<file path="src/rtl/isu_pkg.sv">
package isu_pkg;
  typedef enum logic [1:0] {
    PH_IDLE = 2'd0,
    PH_DATA = 2'd1,
    PH_ACK  = 2'd2
  } phase_t;
endpackage

</file>
<file path="src/rtl/isu_edge.sv">
// Serial clock edge detector: one registered copy of SCL, edges gated by enable.
module isu_edge (
  input  logic clk,
  input  logic rst_n,
  input  logic en,
  input  logic scl,
  output logic rise,
  output logic fall
);
  logic scl_q, scl_d;

  always_comb begin
    scl_d = scl;
  end

  always_ff @(posedge clk or negedge rst_n) begin
    if (!rst_n) scl_q <= 1'b1;
    else        scl_q <= scl_d;
  end

  assign rise = en &  scl & ~scl_q;
  assign fall = en & ~scl &  scl_q;
endmodule

</file>
<file path="src/rtl/isu_seq.sv">
// Bit sequencer: count field, bits-done counter, phase and interrupt.
module isu_seq
  import isu_pkg::*;
#(
  parameter  int unsigned DW  = 8,
  localparam int unsigned CW  = $clog2(DW),
  localparam int unsigned DNW = CW + 1
) (
  input  logic          clk,
  input  logic          rst_n,
  input  logic          en,
  input  logic          rise,
  input  logic          fall,
  input  logic          start,
  input  logic          stop,
  input  logic          load,
  input  logic          cnt_wr,
  input  logic [CW-1:0] cnt_in,
  input  logic          ack_clk,
  output phase_t        phase,
  output logic          irq_set,
  output logic          irq
);
  logic [CW-1:0]  cnt_q, cnt_d;
  logic [DNW-1:0] done_q, done_d, nbits;
  phase_t         ph_q, ph_d;
  logic           irq_q;

  assign nbits = (cnt_q == '0) ? DNW'(DW) : {1'b0, cnt_q};

  always_comb begin
    cnt_d   = cnt_q;
    done_d  = done_q;
    ph_d    = ph_q;
    irq_set = 1'b0;
    if (cnt_wr) cnt_d = cnt_in;
    if (!en) begin
      ph_d   = PH_IDLE;
      done_d = '0;
    end else if (start || load) begin
      ph_d   = PH_DATA;
      done_d = '0;
      if (start) cnt_d = '0;
    end else if (stop) begin
      ph_d   = PH_IDLE;
      done_d = '0;
    end else begin
      unique case (ph_q)
        PH_DATA: begin
          if (rise) begin
            done_d = done_q + DNW'(1);
          end else if (fall && done_q == nbits) begin
            if (ack_clk) begin
              ph_d = PH_ACK;
            end else begin
              ph_d    = PH_IDLE;
              irq_set = 1'b1;
            end
          end
        end
        PH_ACK: begin
          if (rise) begin
            done_d = done_q + DNW'(1);
          end else if (fall && done_q == nbits + DNW'(1)) begin
            ph_d    = PH_IDLE;
            irq_set = 1'b1;
          end
        end
        default: begin
        end
      endcase
    end
  end

  always_ff @(posedge clk or negedge rst_n) begin
    if (!rst_n) begin
      cnt_q  <= '0;
      done_q <= '0;
      ph_q   <= PH_IDLE;
      irq_q  <= 1'b0;
    end else begin
      cnt_q  <= cnt_d;
      done_q <= done_d;
      ph_q   <= ph_d;
      irq_q  <= irq_set;
    end
  end

  assign phase = ph_q;
  assign irq   = irq_q;
endmodule

</file>
<file path="src/rtl/isu_shift.sv">
// Data register: sample on SCL rise, shift left on SCL fall.
module isu_shift #(
  parameter int unsigned DW = 8
) (
  input  logic          clk,
  input  logic          rst_n,
  input  logic          en,
  input  logic          load,
  input  logic          restart,
  input  logic [DW-1:0] wdata,
  input  logic          d_rise,
  input  logic          d_fall,
  input  logic          sda,
  output logic [DW-1:0] q
);
  logic [DW-1:0] q_q, q_d;
  logic          samp_q, samp_d;
  logic          sv_q, sv_d;

  always_comb begin
    q_d    = q_q;
    samp_d = samp_q;
    sv_d   = sv_q;
    if (!en) begin
      sv_d = 1'b0;
    end else if (load || restart) begin
      if (load) q_d = wdata;
      sv_d = 1'b0;
    end else if (d_rise) begin
      samp_d = sda;
      sv_d   = 1'b1;
    end else if (d_fall && sv_q) begin
      q_d  = {q_q[DW-2:0], samp_q};
      sv_d = 1'b0;
    end
  end

  always_ff @(posedge clk or negedge rst_n) begin
    if (!rst_n) begin
      q_q    <= '0;
      samp_q <= 1'b0;
      sv_q   <= 1'b0;
    end else begin
      q_q    <= q_d;
      samp_q <= samp_d;
      sv_q   <= sv_d;
    end
  end

  assign q = q_q;
endmodule

</file>
<file path="src/rtl/i2c_shift_unit.sv">
module i2c_shift_unit
  import isu_pkg::*;
#(
  parameter  int unsigned DW          = 8,
  parameter  int unsigned SYNC_STAGES = 2,
  localparam int unsigned CW          = $clog2(DW)
) (
  input  logic          clk,
  input  logic          rst_n,
  input  logic          en_i,
  input  logic          scl_i,
  input  logic          sda_i,
  input  logic          start_i,
  input  logic          stop_i,
  input  logic          wr_i,
  input  logic [DW-1:0] wdata_i,
  input  logic          cnt_wr_i,
  input  logic [CW-1:0] cnt_i,
  input  logic          ack_clk_i,
  input  logic          ack_val_i,
  input  logic          mst_i,
  output logic          sda_oe_o,
  output logic [DW-1:0] rdata_o,
  output logic          irq_o,
  output logic          no_req_o,
  output logic          busy_o,
  output logic          arb_lost_o
);
  // Reset synchronizer: asynchronous assert, synchronous release.
  logic [SYNC_STAGES-1:0] sync_q;
  logic                   rst_q;

  for (genvar i = 0; i < SYNC_STAGES; i++) begin : g_rsync
    if (i == 0) begin : g_first
      always_ff @(posedge clk or negedge rst_n) begin
        if (!rst_n) sync_q[0] <= 1'b0;
        else        sync_q[0] <= 1'b1;
      end
    end else begin : g_next
      always_ff @(posedge clk or negedge rst_n) begin
        if (!rst_n) sync_q[i] <= 1'b0;
        else        sync_q[i] <= sync_q[i-1];
      end
    end
  end
  assign rst_q = sync_q[SYNC_STAGES-1];

  logic          rise, fall, d_rise, d_fall, load;
  logic          irq_set;
  phase_t        phase;
  logic [DW-1:0] q;

  isu_edge u_edge (
    .clk  (clk),
    .rst_n(rst_q),
    .en   (en_i),
    .scl  (scl_i),
    .rise (rise),
    .fall (fall)
  );

  assign load   = en_i & wr_i;
  assign d_rise = rise & (phase == PH_DATA);
  assign d_fall = fall & (phase == PH_DATA);

  isu_seq #(.DW(DW)) u_seq (
    .clk    (clk),
    .rst_n  (rst_q),
    .en     (en_i),
    .rise   (rise),
    .fall   (fall),
    .start  (start_i),
    .stop   (stop_i),
    .load   (load),
    .cnt_wr (cnt_wr_i),
    .cnt_in (cnt_i),
    .ack_clk(ack_clk_i),
    .phase  (phase),
    .irq_set(irq_set),
    .irq    (irq_o)
  );

  isu_shift #(.DW(DW)) u_shift (
    .clk    (clk),
    .rst_n  (rst_q),
    .en     (en_i),
    .load   (load),
    .restart(start_i),
    .wdata  (wdata_i),
    .d_rise (d_rise),
    .d_fall (d_fall),
    .sda    (sda_i),
    .q      (q)
  );

  // Status flags
  logic busy_q, busy_d, al_q, al_d, nrq_q, nrq_d;

  always_comb begin
    busy_d = busy_q;
    al_d   = al_q;
    nrq_d  = nrq_q;
    if (!en_i) begin
      busy_d = 1'b0;
      al_d   = 1'b0;
      nrq_d  = 1'b1;
    end else begin
      if (start_i)     busy_d = 1'b1;
      else if (stop_i) busy_d = 1'b0;
      if (start_i)
        al_d = 1'b0;
      else if (d_rise && mst_i && q[DW-1] && !sda_i)
        al_d = 1'b1;
      if (load)         nrq_d = 1'b1;
      else if (irq_set) nrq_d = 1'b0;
    end
  end

  always_ff @(posedge clk or negedge rst_q) begin
    if (!rst_q) begin
      busy_q <= 1'b0;
      al_q   <= 1'b0;
      nrq_q  <= 1'b1;
    end else begin
      busy_q <= busy_d;
      al_q   <= al_d;
      nrq_q  <= nrq_d;
    end
  end

  assign sda_oe_o   = en_i & ~al_q &
                      (((phase == PH_DATA) & ~q[DW-1]) |
                       ((phase == PH_ACK)  & ~ack_val_i));
  assign rdata_o    = q;
  assign busy_o     = busy_q;
  assign arb_lost_o = al_q;
  assign no_req_o   = nrq_q;
endmodule

</file>
<file path="config.mk">
export PLATFORM = sky130hd
export DESIGN_NAME = i2c_shift_unit
export DESIGN_NICKNAME = d
export VERILOG_FILES = /design/src/rtl/isu_pkg.sv /design/src/rtl/isu_edge.sv /design/src/rtl/isu_seq.sv /design/src/rtl/isu_shift.sv /design/src/rtl/i2c_shift_unit.sv
export SDC_FILE = /design/constraint.sdc
export NUM_CORES = 1
export LEC_CHECK = 0
export BUFFER_PORTS_ARGS = -buffer_cell sky130_fd_sc_hd__buf_2
export CAP_MARGIN = 20
export CELL_PAD_IN_SITES_DETAIL_PLACEMENT = 1
export CELL_PAD_IN_SITES_GLOBAL_PLACEMENT = 2
export CORE_MARGIN = 5
export CORE_UTILIZATION = 35
export DETAILED_ROUTE_END_ITERATION = 16
export PLACE_DENSITY_LB_ADDON = 0.1
export SETUP_SLACK_MARGIN = 0.15
export SYNTH_ARGS = -nofsm -noshare
export SYNTH_HDL_FRONTEND = slang
export SYNTH_SLANG_ARGS = --single-unit
</file>
<file path="constraint.sdc">
create_clock -name clk -period 1.97 [get_ports clk]
set_input_delay 0.2955 -clock clk [delete_from_list [all_inputs] [get_ports clk]]
set_output_delay 0.2955 -clock clk [all_outputs]
set_load 0.02 [all_outputs]
</file>
==> results of run 1 <==
area by class of cell:
cell class	instances	area (sq um)
Fill cell	474	2070
Multi-Input combinational cell	102	826
Sequential cell	26	653
Timing Repair Buffer	51	308
Tap cell	50	62.6
Clock buffer	4	55.1
Inverter	7	26.3
state kept, by name, summed over array words and instances, names as in the netlist:
name / flops
arb_lost_o: 1
u_seq.done_q: 4
u_seq.irq: 1
busy_o: 1
u_seq.cnt_q: 3
rst_q: 1
u_edge.scl_q: 1
u_shift.samp_q: 1
sync_q: 1
u_seq.phase: 2
u_shift.sv_q: 1
no_req_o: 1
u_shift.q: 8
layer usage:
layer,wire length [um],track usage (%)
met1,1680,19.0
met5,0,0
met2,1990,25.8
met3,87,2.03
met4,19,3.62
how the worst min path moves through the flow:
stage / start / endpoint / slack (ns) / depth (start not counted)
after CTS: scl_i / u_edge.scl_q / 0.13 / 1
final: scl_i / u_edge.scl_q / 0.14 / 1
after global routing: scl_i / u_edge.scl_q / 0.13 / 1
after global placement: rst_n / sync_q[0] / 0.08 / 1
after floorplan: rst_n / rst_q / -0.00009 / 0
after detailed placement: rst_n / sync_q[0] / 0.08 / 1
cells by family (layout without fill, tap and decap cells):
kind of cell             Yosys count  in the layout
flip-flops                        26             26
AO/OA/AOI/OAI                     29             29
multiplexers                      13             13
other                              1              1
buffers and inverters             13             62
AND/OR/NAND/NOR                   45             45
adder cells (fa/ha/maj)            5              5
XOR/XNOR                           9              9
cell usage in the layout (no fill, tap or decap), types with 2 or more instances in the layout:
cell type  count
a21oi_1        5
and3b_1        2
buf_2         34
buf_4         14
buf_6          2
clkbuf_8       4
dfrtp_1       24
dfstp_2        2
ha_4           3
inv_1          4
inv_2          3
mux2i_1       12
nand2_1       12
nand3_1        4
nand4b_1       2
nor2_1        10
nor3b_1        3
o21a_1         2
o21ai_0       11
xnor2_1        2
xor2_1         5
repair_timing:
item | 4_1_cts | 5_1_grt
buffers inserted | 3 | 3
pin swaps | 8 | 10
hold endpoints to repair | 2 | 0
cloned | 0 | 0
setup endpoints to repair | 13 | 10
hold buffers | 1 | 0
resized for setup | 7 | 16
stage by stage:
step	TNS, ns	cells	area, sq um
final	0	240	1930
after global routing	-0.0523	240	1930
after CTS	-0.110	237	1820
after detailed placement	-0.0453	229	1710
after global placement	0	229	1710
after floorplan	0	141	1450
where the power goes:
part	internal [mW]	leakage, nW	switching [mW]
sequential	0.578	0.332	0.0366
combinational	0.147	0.540	0.175
clock	0.179	0.0288	0.167
==> summary.txt, run 1 <==
Critical path
  – Worst Reg-to-Reg Cells: 7
  – WP depth: 7
  – CP Launch Type: flop
  – CP Max Fanout: 3
  – RR Startpoint: u_seq.cnt_q[1]
  – Reg2reg end: u_seq.irq
  – Critical Path RT: 2.15 ns
  – CP arrival: 2.10 ns
  – Critical Path End: u_seq.irq
  – Largest stage delay, worst path: 0.42 ns
  – Worst Path Buf+Inv: 1
  – Critical-path cell list: buf_6, ha_4, xor2_2, o31a_1, nor4_4, a22o_1, nor4b_4
  – Start point of the critical path: u_seq.cnt_q[1]
  – Critical path's slowest cell: dfrtp_1
  – CP Capture Type: flop
  – WS Path Type: reg -> reg
  – Family with the most delay on the worst path: compound AO/OA/AOI/OAI gates
  – R2R setup slack: 0.05 ns

Global routing
  – Total grt overflow: 0
  – Initial antenna violation count: 0
  – GRT Overall Usage: 14.7%
  – Vias in the first global route: 1355
  – Largest net degree at the start of global routing: 25
  – First-pass GRT wire length: 6260 um

Yosys
  – Flops & latches, synth: 26
  – Register area share after synthesis: 45.4%
  – Post-synthesis cell area: 1440 sq um
  – Share of cell area taken by muxes after synthesis: 9.13%
  – Post-Synth XOR/XNOR Area: 5.48%
  – Adder-cell share of the synthesized area: 4.35%
  – Ys flop type: dfrtp_1
  – Post-synth top area cell: dfrtp_1
  – Synth top area share: 41.7%
  – Post-synth EDFFs: 0
  – Mapped Nets: 169
  – Compound-Gate Fraction of Synth Area: 12.3%
  – Synth area leaders: dfrtp_1, mux2i_1, ha_1
  – Ys Warns: 0
  – Syn avg cell area: 10.2 sq um
  – Post-synth top cells: dfrtp_1, mux2i_1, nand2_1, o21ai_0, nor2_1
  – Cell with the most instances after synthesis: dfrtp_1
  – Post-Synthesis Cells: 141
  – Post-synth cell types: 43
  – Synth Area in Simple Gates: 18.7%
  – Post-synth ARST share: 100%
  – Largest family of logic cells by synthesized area: simple AND/OR/NAND/NOR gates

STA
  – Skew final: 0.00328 ns
  – RSZ-0062 raised after global routing: true
  – WHS: 0.143 ns
  – Final setup fails: 0
  – Max-Slew Margin vs Limit: 59.8%
  – Hold Fails Final Rpt: 0
  – Final min period: 1.92 ns
  – Worst setup margin: 0.0513 ns
  – Worst-margin pin slew: 0.604 ns
  – Fin crit share: 97.4%
  – Final Slew Violations: 0
  – Max Fclk: 0.521 GHz

Die
  – Die width: 74.1 um
  – Core box area: 4000 sq um
  – Starting Density: 36.0%
  – Die height: 74.1 um
  – Die ar.: 5490 sq um
  – Site row count: 23
  – Io pins: 36

Outcome
  – Status: completed

Final layout
  – Layout cells sized above 1: 39.5%
  – Fin util: 48.3%
  – Area Overhead vs Synth: 34.2%
  – Final nets: 219
  – Diodes inserted: 0

Job
  – Maxcap violations: 0

Clock tree
  – Max Root-Sink Buffers: 2
  – Clk_lat worst skew: 0.27 ns
  – TritonCTS Buffers: 3
  – CTS clock-pin slew for the worst setup and hold paths: 0.09 ns
  – CTS H-Tree Depth: 1
  – CTS tree: yes
  – Root Buffer Master: clkbuf_8
  – Clock sink total: 26

Power and ir drop
  – Max IR drop VDD: 0.000366 V
  – Leak: 0.900 nW
  – Final Power: 1.28 mW
  – PwrDens: 664 nW/um^2

Hold path
  – Hold crit path type: in -> reg

Drt
  – Routed vias: 1202
  – DRC: 0
  – Vias/cell: 5.01
  – Post-Route WL: 3790 um
  – Drt pass-1 iters: 3
  – Wire length per cell: 15.8 um
  – Initial DRC count: 31
  – Antenna-violating nets left: 0

Placement
  – Place WS: -0.0453 ns
  – Placed wire-length estimate: 2850 um
  – Buffers on Ports: 35
  – GPL Wtd Cong: 0.791
No activity file was read; power rests on OpenSTA's default activity.
==> inputs of run 2 (changes only) <==
--- a/config.mk
+++ b/config.mk
@@ -13,6 +13,7 @@
 export CORE_UTILIZATION = 35
 export DETAILED_ROUTE_END_ITERATION = 16
 export PLACE_DENSITY_LB_ADDON = 0.1
+export RECOVER_POWER = 100
 export SETUP_SLACK_MARGIN = 0.15
 export SYNTH_ARGS = -nofsm -noshare
 export SYNTH_HDL_FRONTEND = slang
==> summary.txt, run 2 (same netlist as run 1, synthesis figures left out) <==
Global routing
  – Initial antenna violation count: 0
  – GRT Overall Usage: 14.7%
  – Vias in the first global route: 1355
  – First-pass GRT wire length: 6260 um
  – Total grt overflow: 0
  – Largest net degree at the start of global routing: 25

Outcome
  – Status: completed

Final layout
  – Area Overhead vs Synth: 33.7%
  – Commonest non-fill, non-tap cell in the layout: buf_2
  – Filler Cell Count: 475
  – Fin util: 48.1%
  – Layout cells sized above 1: 37.9%
  – Diodes inserted: 0
  – Most frequent cells in the layout: buf_2, dfrtp_1, buf_4
  – Final Instance Area: 1920 sq um
  – Max reg flops: 8
  – Final nets: 219

STA
  – Fin crit share: 97.4%
  – Final setup fails: 0
  – Final Slew Violations: 0
  – Final min period: 1.92 ns
  – Hold Fails Final Rpt: 0
  – Worst-margin pin slew: 1.37 ns
  – Max Fclk: 0.521 GHz
  – Skew final: 0.00322 ns
  – Max-Slew Margin vs Limit: 8.39%
  – Worst setup margin: 0.0512 ns
  – RSZ-0062 raised after global routing: true

Power and ir drop
  – Leak: 0.891 nW
  – Max IR drop VDD: 0.000366 V
  – PwrDens: 666 nW/um^2

Placement
  – Place WS: -0.0453 ns
  – GPL Wtd Cong: 0.791
  – Placed Area: 1710 sq um
  – Placed wire-length estimate: 2850 um
  – Buffers on Ports: 35

Die
  – Die width: 74.1 um
  – Starting Density: 36.0%
  – Die height: 74.1 um
  – Site row count: 23
  – Core box area: 4000 sq um
  – Io pins: 36
  – Die ar.: 5490 sq um

Clock tree
  – Root Buffer Master: clkbuf_8
  – Max Root-Sink Buffers: 2
  – CTS clock-pin slew for the worst setup and hold paths: 0.09 ns
  – CTS tree: yes
  – Clock sink total: 26
  – CTS H-Tree Depth: 1
  – Clk_lat worst skew: 0.27 ns
  – TritonCTS Buffers: 3

Drt
  – Wire length per cell: 15.8 um
  – Vias/cell: 5.01
  – Initial DRC count: 28
  – Post-Route WL: 3780 um
  – DRC: 0
  – Drt pass-1 iters: 3
  – Antenna-violating nets left: 0
  – Routed vias: 1203

Critical path
  – Critical Path RT: 2.15 ns
  – CP Launch Type: flop
  – WS Path Type: reg -> reg
  – CP Max Fanout: 3
  – CP Capture Type: flop
  – CP arrival: 2.10 ns

Hold path
  – Hold crit path type: in -> reg

Job
  – Maxcap violations: 0
-- run 2: changes by cell type in the layout (fill, tap and decap cells not counted) --
| cell | previous run | this run |
|---|---|---|
| buf_2 | 34 | 32 |
| clkbuf_1 | 0 | 3 |
| buf_4 | 14 | 13 |
-- run 2: worst paths after layout --
kind / startpoint / cells after the start / slack, ns / end
max: u_seq.cnt_q[1] / 7 / 0.05 / u_seq.irq
max in group asynchronous: rst_q / 1 / 0.53 / u_shift.q[1]
min reg2reg: sync_q[0] / 0 / 0.36 / rst_q
min in group asynchronous: rst_n / 2 / 0.33 / rst_q
max reg2reg: u_seq.cnt_q[1] / 7 / 0.05 / u_seq.irq
min: scl_i / 1 / 0.14 / u_edge.scl_q
-- run 2: stage by stage --
stage	hold slack (ns)	power [mW]	TNS, ns	instances
floorplan	-0.0000911	0.786	0	141
detailed placement	0.0825	0.900	-0.0453	229
global placement	0.0817	0.889	0	229
finish	0.138	1.28	0	240
CTS	0.133	1.27	-0.110	237
global route	0.141	1.36	-0.0523	240
-- run 2: cell type report --
| cell class | instances | area (sq um) | area share, % |
|---|---|---|---|
| tap | 50 | 62.6 | 3.25 |
| multi-input combinational | 102 | 826 | 42.9 |
| inverter | 7 | 26.3 | 1.37 |
| timing repair buffer | 51 | 302 | 15.7 |
| sequential | 26 | 653 | 33.9 |
| clock buffer | 4 | 55.1 | 2.86 |
-- run 2: power by group --
part           leakage, nW  total [mW]  switching [mW]  internal [mW]
logic                0.530       0.321           0.175          0.146
clock network       0.0288       0.346           0.167          0.179
registers            0.332       0.614          0.0365          0.578
-- run 2: repair_timing --
item                                   4_1_cts  5_1_grt
cloned                                       0        0
hold buffers                                 1        0
setup endpoints to repair                   13       10
pin swaps                                    8       10
gates resized for setup                      7       16
buffers inserted                             3        3
endpoints found under the hold margin        2        0
-- run 2: critical path: stages (launching register included) --
cell and delay (ns):
dfrtp_1 0.42, buf_6 0.14, ha_4 0.15, xor2_2 0.18, o31a_1 0.33, nor4_4 0.17
a22o_1 0.23, nor4b_4 0.21
-- run 2: per-layer routing --
metal | global-route usage, % | vias to the layer above | wire length [um]
met4 | 3.62 | 0 | 19
li1 | - | 585 | -
met3 | 2.03 | 2 | 87
met1 | 19.0 | 601 | 1680
met2 | 25.8 | 15 | 2000
met5 | 0 | - | 0
